[src/rtl/bm_pkg.sv]
package bm_pkg;

    localparam int N_IN      = 3;   // bit 0 A, bit 1 B, bit 2 C
    localparam int N_OUT     = 2;   // bit 1 Y, bit 0 Z
    localparam int N_STATE   = 6;
    localparam int MAX_BURST = 2;
    localparam int SW        = $clog2(N_STATE);

    localparam logic [N_IN-1:0]  IN_RESET  = '0;
    localparam logic [N_OUT-1:0] OUT_RESET = 2'b01;

    typedef enum logic [SW-1:0] {
        ST0 = 3'd0,
        ST1 = 3'd1,
        ST2 = 3'd2,
        ST3 = 3'd3,
        ST4 = 3'd4,
        ST5 = 3'd5
    } bm_state_e;

    // One arc of the specification: which inputs it lists, their levels
    // once the burst is done, where it goes, and which outputs it flips.
    typedef struct packed {
        logic             valid;
        logic [N_IN-1:0]  mask;
        logic [N_IN-1:0]  target;
        bm_state_e        next;
        logic [N_OUT-1:0] toggle;
    } burst_t;

    function automatic burst_t mk_burst(input logic [N_IN-1:0] m,
                                        input logic [N_IN-1:0] t,
                                        input bm_state_e n,
                                        input logic [N_OUT-1:0] tg);
        burst_t b;
        b.valid  = 1'b1;
        b.mask   = m;
        b.target = t & m;
        b.next   = n;
        b.toggle = tg;
        return b;
    endfunction

    // Arc table; the index selects among the arcs of one state.
    function automatic burst_t burst_of(input bm_state_e s, input int idx);
        burst_t b;
        b = '0;
        b.next = s;
        case (s)
            ST0: begin
                if (idx == 0)      b = mk_burst(3'b101, 3'b101, ST1, 2'b01);
                else if (idx == 1) b = mk_burst(3'b011, 3'b011, ST2, 2'b11);
            end
            ST1: if (idx == 0) b = mk_burst(3'b100, 3'b000, ST3, 2'b01);
            ST2: if (idx == 0) b = mk_burst(3'b110, 3'b100, ST4, 2'b01);
            ST3: if (idx == 0) b = mk_burst(3'b100, 3'b100, ST4, 2'b10);
            ST4: if (idx == 0) b = mk_burst(3'b001, 3'b000, ST5, 2'b10);
            ST5: if (idx == 0) b = mk_burst(3'b100, 3'b000, ST0, 2'b00);
            default: b = '0;
        endcase
        return b;
    endfunction

endpackage

[src/rtl/bm_sync.sv]
module bm_sync #(
    parameter int               WIDTH   = 3,
    parameter int               STAGES  = 2,
    parameter logic [WIDTH-1:0] RST_VAL = '0
) (
    input  logic             clk_i,
    input  logic             rst_i,
    input  logic [WIDTH-1:0] d_i,
    output logic [WIDTH-1:0] q_o
);

    logic [STAGES-1:0][WIDTH-1:0] chain_q;

    always_ff @(posedge clk_i) begin
        if (rst_i) begin
            for (int s = 0; s < STAGES; s++) chain_q[s] <= RST_VAL;
        end else begin
            chain_q[0] <= d_i;
            for (int s = 1; s < STAGES; s++) chain_q[s] <= chain_q[s-1];
        end
    end

    assign q_o = chain_q[STAGES-1];

endmodule

[src/rtl/bm_burst_match.sv]
module bm_burst_match
    import bm_pkg::*;
(
    input  logic [N_IN-1:0] lvl_i,
    input  logic [N_IN-1:0] base_i,
    input  burst_t          burst_i,
    output logic            compat_o,
    output logic            done_o
);

    logic [N_IN-1:0] moved;
    logic            on_target;

    always_comb begin
        moved     = lvl_i ^ base_i;
        // compatible: only inputs this arc lists have moved so far
        compat_o  = burst_i.valid && ((moved & ~burst_i.mask) == '0);
        on_target = ((lvl_i & burst_i.mask) == burst_i.target);
        done_o    = compat_o && on_target && (burst_i.mask != '0);
    end

endmodule

[src/rtl/bm_commit.sv]
module bm_commit
    import bm_pkg::*;
(
    input  logic                 clk_i,
    input  logic                 rst_i,
    input  logic [N_IN-1:0]      lvl_i,
    input  logic [MAX_BURST-1:0] compat_i,
    input  logic [MAX_BURST-1:0] done_i,
    input  burst_t               tbl_i [MAX_BURST],
    output bm_state_e            state_o,
    output logic [N_OUT-1:0]     out_o,
    output logic [N_IN-1:0]      base_o,
    output logic                 err_o
);

    bm_state_e        state_q, nxt_state;
    logic [N_OUT-1:0] out_q, nxt_tog;
    logic [N_IN-1:0]  base_q;
    logic             err_q, fire, illegal;

    always_comb begin
        fire      = 1'b0;
        nxt_state = state_q;
        nxt_tog   = '0;
        for (int g = 0; g < MAX_BURST; g++) begin
            if (done_i[g] && !fire) begin
                fire      = 1'b1;
                nxt_state = tbl_i[g].next;
                nxt_tog   = tbl_i[g].toggle;
            end
        end
        illegal = ((lvl_i ^ base_q) != '0) && (compat_i == '0);
    end

    always_ff @(posedge clk_i) begin
        if (rst_i) begin
            state_q <= ST0;
            out_q   <= OUT_RESET;
            base_q  <= IN_RESET;
            err_q   <= 1'b0;
        end else if (!err_q) begin
            if (illegal) begin
                err_q <= 1'b1;
            end else if (fire) begin
                state_q <= nxt_state;
                out_q   <= out_q ^ nxt_tog;
                base_q  <= lvl_i;
            end
        end
    end

    assign state_o = state_q;
    assign out_o   = out_q;
    assign base_o  = base_q;
    assign err_o   = err_q;


    reset_values_chk: assert property (@(posedge clk_i)
        rst_i |=> (state_q == ST0 && out_q == OUT_RESET && !err_q));


    st0_exit_chk: assert property (@(posedge clk_i) disable iff (rst_i)
        state_q == ST0 |=> (state_q == ST0 || state_q == ST1 || state_q == ST2));


    st5_quiet_exit_chk: assert property (@(posedge clk_i) disable iff (rst_i)
        state_q == ST5 |=> (state_q == ST5 || (state_q == ST0 && $stable(out_q))));


    out_with_state_chk: assert property (@(posedge clk_i) disable iff (rst_i)
        !$stable(out_q) |-> !$stable(state_q));


    single_fire_chk: assert property (@(posedge clk_i) disable iff (rst_i)
        $onehot0(done_i));


    err_sticky_chk: assert property (@(posedge clk_i) disable iff (rst_i)
        err_q |=> err_q);


    err_freeze_chk: assert property (@(posedge clk_i) disable iff (rst_i)
        err_q |=> ($stable(state_q) && $stable(out_q)));

endmodule

[src/rtl/bm_burst_ctrl.sv]
module bm_burst_ctrl
    import bm_pkg::*;
#(
    parameter int SYNC_STAGES = 2
) (
    input  logic          clk_i,
    input  logic          rst_i,
    input  logic [2:0]    abc_i,
    output logic          y_o,
    output logic          z_o,
    output logic [SW-1:0] state_o,
    output logic          err_o
);

    logic [N_IN-1:0]      lvl, base;
    logic [MAX_BURST-1:0] compat, done;
    logic [N_OUT-1:0]     outs;
    bm_state_e            state;
    burst_t               tbl [MAX_BURST];

    bm_sync #(
        .WIDTH  (N_IN),
        .STAGES (SYNC_STAGES),
        .RST_VAL(IN_RESET)
    ) u_sync (
        .clk_i(clk_i),
        .rst_i(rst_i),
        .d_i  (abc_i),
        .q_o  (lvl)
    );

    for (genvar g = 0; g < MAX_BURST; g++) begin : g_match
        assign tbl[g] = burst_of(state, g);
        bm_burst_match u_match (
            .lvl_i   (lvl),
            .base_i  (base),
            .burst_i (tbl[g]),
            .compat_o(compat[g]),
            .done_o  (done[g])
        );
    end

    bm_commit u_commit (
        .clk_i   (clk_i),
        .rst_i   (rst_i),
        .lvl_i   (lvl),
        .compat_i(compat),
        .done_i  (done),
        .tbl_i   (tbl),
        .state_o (state),
        .out_o   (outs),
        .base_o  (base),
        .err_o   (err_o)
    );

    assign y_o     = outs[1];
    assign z_o     = outs[0];
    assign state_o = state;

endmodule

[config.mk]
export PLATFORM = sky130hd
export DESIGN_NAME = bm_burst_ctrl
export DESIGN_NICKNAME = d
export VERILOG_FILES = /design/src/rtl/bm_pkg.sv /design/src/rtl/bm_sync.sv /design/src/rtl/bm_burst_match.sv /design/src/rtl/bm_commit.sv /design/src/rtl/bm_burst_ctrl.sv
export SDC_FILE = /design/constraint.sdc
export NUM_CORES = 1
export LEC_CHECK = 0
export BUFFER_PORTS_ARGS = -buffer_cell sky130_fd_sc_hd__buf_2
export CORE_UTILIZATION = 45
export DETAILED_ROUTE_END_ITERATION = 8
export PLACE_DENSITY_LB_ADDON = 0.3
export SLEW_MARGIN = 0
export SYNTH_ARGS = -nofsm -noshare
export SYNTH_HDL_FRONTEND = slang
export SYNTH_SLANG_ARGS = --single-unit
[constraint.sdc]
create_clock -name clk_i -period 1.85 [get_ports clk_i]
set_input_delay 0.0925 -clock clk_i [delete_from_list [all_inputs] [get_ports clk_i]]
set_output_delay 0.0925 -clock clk_i [all_outputs]
set_load 0.05 [all_outputs]
Word-level counts from Yosys, hierarchy flattened
Index checks and enable logic that the tools add are counted.
Word-level totals
  output and inout bits: 6
  register bits: 15
Operators by class
  bitwise gates (word level): 10
  reductions and logical operators: 20
  mux-type cells: 10
  equality and inequality tests: 8
Operators by type and width (number)
  $pmux 12 s6: 1
  $pmux 12 s2: 1
  $and 3x3->3: 4
  $logic_not 3->1: 3
  $reduce_bool 3->1: 3
  $logic_and 1x1->1: 8
  $eq 3x2->1 const B: 2
  $eq 3x3->1: 2
  $eq 3x3->1 const B: 2
  $mux 3: 2
  $not 3->3: 2
  $reduce_and 5->1: 1
  $reduce_or 5->1: 1
  $mux 1: 4
  $mux 2: 2
  $eq 3x1->1 const B: 1
  $reduce_and 3->1: 1
  $xor 3x3->3: 1
  $logic_not 2->1: 1
  $ne 2x2->1 const B: 1
  $not 1->1: 2
  $reduce_bool 2->1: 1
  $xor 2x2->2: 1
  $logic_not 1->1: 1

Longest topological paths before layout
  depth after elaboration: 13
  mapped depth: 7
  mapped depth without buffers: 6

Modules after synthesis
From an unflattened synthesis, not the netlist that was laid out.
Unflattened totals
  cells, all modules: 122
  area total of the unflattened synthesis: 1031.0 um^2
By module, submodules not included
  bm_commit: area an instance 450.4 um^2, cells an instance 50, times used 1, sequential area each 180.2 um^2
  bm_burst_ctrl: area an instance 205.2 um^2, cells an instance 29, times used 1, sequential area each 0.0 um^2
  bm_burst_match: area an instance 97.6 um^2, cells an instance 14, times used 2, sequential area each 0.0 um^2
  bm_sync: area an instance 180.2 um^2, cells an instance 15, times used 1, sequential area each 120.1 um^2

Worst setup path before layout
Ideal clock, no wire load.
  path kind: register -> register
  start: register u_commit.state_q[0], in the netlist u_commit.state_o[0]
  end: register u_commit.out_q[1], in the netlist u_commit.out_o[1]
  slack: -0.316 ns
  cell stages (with the launch flop): 8
  data required time: 1.727 ns
  period minus slack after synthesis: 2.166 ns
  library setup time: 0.123 ns
  arrival time: 2.043 ns
  cells stage by stage: dfxtp_1 buf_6 nor2b_1 and2b_4 a2111oi_4 nor2_2 a211oi_1 mux2_1
Between the ends
  longest elaborated chain between the ends: 13
  elaborated cells between the ends (all ways): 38
Ends and longest elaborated chain
  start: declaration: RTL line bm_commit.sv:16  | bm_state_e state_q, nxt_state;
  start signal: assignment: RTL line bm_commit.sv:45  | state_q <= nxt_state;
  $eq 3x3->1, or another cell as far along: RTL line bm_pkg.sv:49  | case (s)
  $pmux 12 s6: RTL line bm_pkg.sv:49
  $not 3->3: RTL line bm_burst_match.sv:17  | compat_o = burst_i.valid && ((moved & ~burst_i.mask) == '0);
  $and 3x3->3: RTL line bm_burst_match.sv:17
  $logic_not 3->1: RTL line bm_burst_match.sv:17
  $logic_and 1x1->1: RTL line bm_burst_match.sv:17
  $logic_and 1x1->1 (2 in a row): RTL line bm_burst_match.sv:19  | done_o = compat_o && on_target && (burst_i.mask != '0);
  $mux 1: RTL line bm_commit.sv:26  | if (done_i[g] && !fire) begin
  $logic_not 1->1: RTL line bm_commit.sv:26
  $logic_and 1x1->1: RTL line bm_commit.sv:26
  $mux 1 / $mux 2 (equally long branches): RTL line bm_commit.sv:26
  $reduce_and 3->1 (no source line) / $xor 2x2->2 (equally long branches)
  end signal: assignment: RTL line bm_commit.sv:46  | out_q <= out_q ^ nxt_tog;
  end: declaration: RTL line bm_commit.sv:17  | logic [N_OUT-1:0] out_q, nxt_tog;
Several ways; a longest one is shown, not always the timed one. The select of a mux whose other input is x is not followed.
A chain may end at the register's enable or synchronous reset.

Worst setup path in the final report
Ends and elaborated chain as after synthesis.

==> key figures <==
Status
  – Outcome: complete, no violations

CTS
  – H-tree depth: 1
  – Clock transition at path regs: 0.09 ns
  – CTS root buf: clkbuf_4
  – Worst-skew pair later-pin latency: 0.28 ns
  – TritonCTS clock tree: done
  – Num CTS Buffers: 3
  – Longest Clk Path Bufs: 2
  – Sink Count: 15
  – CTS Hold Bufs: 0

Cells and area
  – Nets: 104
  – Register Area: 310 µm²
  – Fillcell total: 132
  – P&R area growth vs syn: 22.6%
  – Most frequent cells in the layout: dfxtp_1 (11), buf_2 (10), nor2b_1 (8), buf_4 (8), o21ai_0 (6)
  – Multi-input combinational cell area: 469 µm²
  – # diodes: 0
  – Final cell utilization of the core: about 61%
  – Commonest non-fill, non-tap cell in the layout: dfxtp_1
  – Fraction of layout cells with a size suffix above 1: 42.9%

Synthesis
  – Yosys top cell area share: 39.0%
  – Cells after Synth: 79
  – Cell variety after synth: 34
  – Most area-hungry cell type in the Yosys netlist: dfxtp_1
  – Syn nets: 84
  – Synth top area cells: dfxtp_1 (39%), nor2b_1 (7.3%), o21ai_0 (3.9%)
  – Avg Cell Area, Syn: just under 10 µm²
  – Post-Syn Area: 769 µm²
  – Ys Warns: 0
  – Register area share after synthesis: 39.0%
  – Top FF cell, synth: dfxtp_1
  – Asr flop ratio synth: 0%
  – Number of synthesized register bits: 15
  – EDFF count, synth: 0

STA
  – Final min period: ~1.8 ns
  – Fin. Hold Viols: 0
  – Final Cycle Share: 98.4%
  – Setup Skew: 0.00826 ns
  – RSZ-0062 raised after global routing: true
  – Worst hold margin: 0.0196 ns
  – Worst-margin pin slew: 0.399 ns
  – Worst rel slew slack: 73.4%
  – Setup Total Neg Slack: 0 ns
  – Final setup viols: 0
  – Peak Freq: ~550 MHz
  – Final Max Slew Viols: 0

Routing
  – Post-DRT Antenna Nets: 0
  – Total wire length: around 1.4 mm
  – Drc violations: 0
  – Via Count: 650
  – Vias per Instance: about 5.7
  – TritonRoute pass-1 iters: 3
  – Post-DR wirelength/cell: 12.6 µm
  – Initial DRC Count: 7

Critical path
  – Critical Path Start Type: register
  – Crit path from: u_commit.state_o[0]
  – Reg-to-Reg Start: u_commit.state_o[0]
  – Buf/Inv on CP: 1
  – Crit path largest cell delay: ~0.48 ns
  – Critical path class: reg2reg
  – Critical Path Fanout Max: 11
  – CP delay by family, top: compound AO/OA/AOI/OAI gates
  – Critical-path cell list: inv_1, a21boi_1, a2111oi_4, nor2_4, a211oi_2, mux2_1
  – Worst reg2reg setup slack: between 0.02 and 0.03 ns
  – WP data arrival: 1.99 ns
  – Crit path capture type: register
  – CP required: 2.02 ns
  – Slowest CP cell: a2111oi_4

Pwr
  – Share of power burned in registers: 44.4%
  – Int Power: 0.566 mW
  – Logic pwr share: 35.3%
  – Clock share of power: about a fifth
  – Pleak: 0.362 nW
  – Maximum vdd drop: 548 µV
  – Sw frac: 36.4%
  – P per Cell Area: about 940 mW/mm²
  – Tot Pwr: a little under 0.9 mW
  – P_sw: 0.324 mW

Min path
  – Hold/Removal Path Class: in2reg
  – Hold Crit Start: abc_i[1]

Floorplanning
  – Row cnt: 14
  – Chip width: 43.4 µm
  – Die Ht: 43.4 µm
  – Core area: 0.00156 mm²
  – DIE AREA: 0.00188 mm²
  – Initial Util: 49.4%
  – # IOs: 11

Placed design
  – Routability Congestion: approximately 0.85
  – # port buffers: 10
  – Hpwl dp: 1.04 mm

Global route
  – Global Route Usage Sum: 16.0%
  – Initial antenna violation count: 0
  – Remaining Overflow, GRT: 0
  – Vias in the first global route: 561
  – Largest net degree at the start of global routing: 18
  – Global-route wire length before repair: 2.28 mm

Job
  – Max cap viols: 0
-- cell type report --
cell class,instances,area share (%)
well taps,16,2.12
flip-flops and latches,15,32.9
repair buffers,18,11.7
multi-input cells,59,49.7
clock buffers,4,2.79
inverters,2,0.796
-- sequential cells by signal, summed over array words and instances (netlist names) --
name / flops
u_commit.err_o: 1
u_sync.q_o: 3
u_commit.base_o: 3
u_sync.chain_q: 3
u_commit.state_o: 3
u_commit.out_o: 2
-- per-stage QoR --
stage	cell area (µm²)	worst slack (ns)	std cells
6_report	943	0.0297	114
4_1_cts	883	0.0398	110
3_3_place_gp	857	0.0720	106
5_1_grt	943	-0.0369	114
2_1_floorplan	783	0.00695	79
3_5_place_dp	857	0.0496	106
-- worst register-to-register path, cell delays in order (launching register included) --
cell and delay [ns]:
dfxtp_4 0.40, inv_1 0.09, a21boi_1 0.10, a2111oi_4 0.48, nor2_4 0.08, a211oi_2 0.24, mux2_1 0.33
-- cell families after synthesis --
kind of cell    Yosys count  share of synthesized area (%)
simple gates             27                           22.3
xor+xnor                  3                           3.42
flops                    15                           39.0
buf+inv                   5                           4.39
compound gates           26                           26.8
mux                       3                           4.07
-- cells in the mapped netlist (2+ instances only) --
master and instances:
nand3_1 4, mux2i_1 2, a21oi_1 5, a31oi_1 2, nor2b_1 9, a211oi_1 3, dfxtp_1 15, xnor2_1 2
nor2_1 4, o21ai_0 6, buf_6 2, inv_1 2, a21oi_2 2
-- power by group through the flow --
stage | registers (mW) | logic (mW) | clock network, mW
floorplan | 0.450 | 0.186 | 0
detailed placement | 0.400 | 0.293 | 0
finish | 0.395 | 0.314 | 0.181
global route | 0.400 | 0.336 | 0.205
CTS | 0.393 | 0.294 | 0.186
global placement | 0.398 | 0.290 | 0
-- routing by layer --
metal	vias to the layer above	wire [µm]	track usage, %
met1	307	696	19.8
met3	0	40	3.75
met5	-	0	0
met2	12	696	27.3
met4	0	0	5.63
li1	331	-	-
-- final timing paths --
| path | cells after the start | end |
|---|---|---|
| worst min-delay path | 2 | u_sync.chain_q[1] |
| worst min register to register | 1 | u_sync.q_o[2] |
| worst max-delay path | 6 | u_commit.out_o[1] |
| worst max register to register | 6 | u_commit.out_o[1] |
-- repair_timing --
item,4_1_cts,5_1_grt
resized for setup,0,7
setup buffers,0,4
endpoints found under the setup margin,0,8
(Power assumes the default switching activity.)
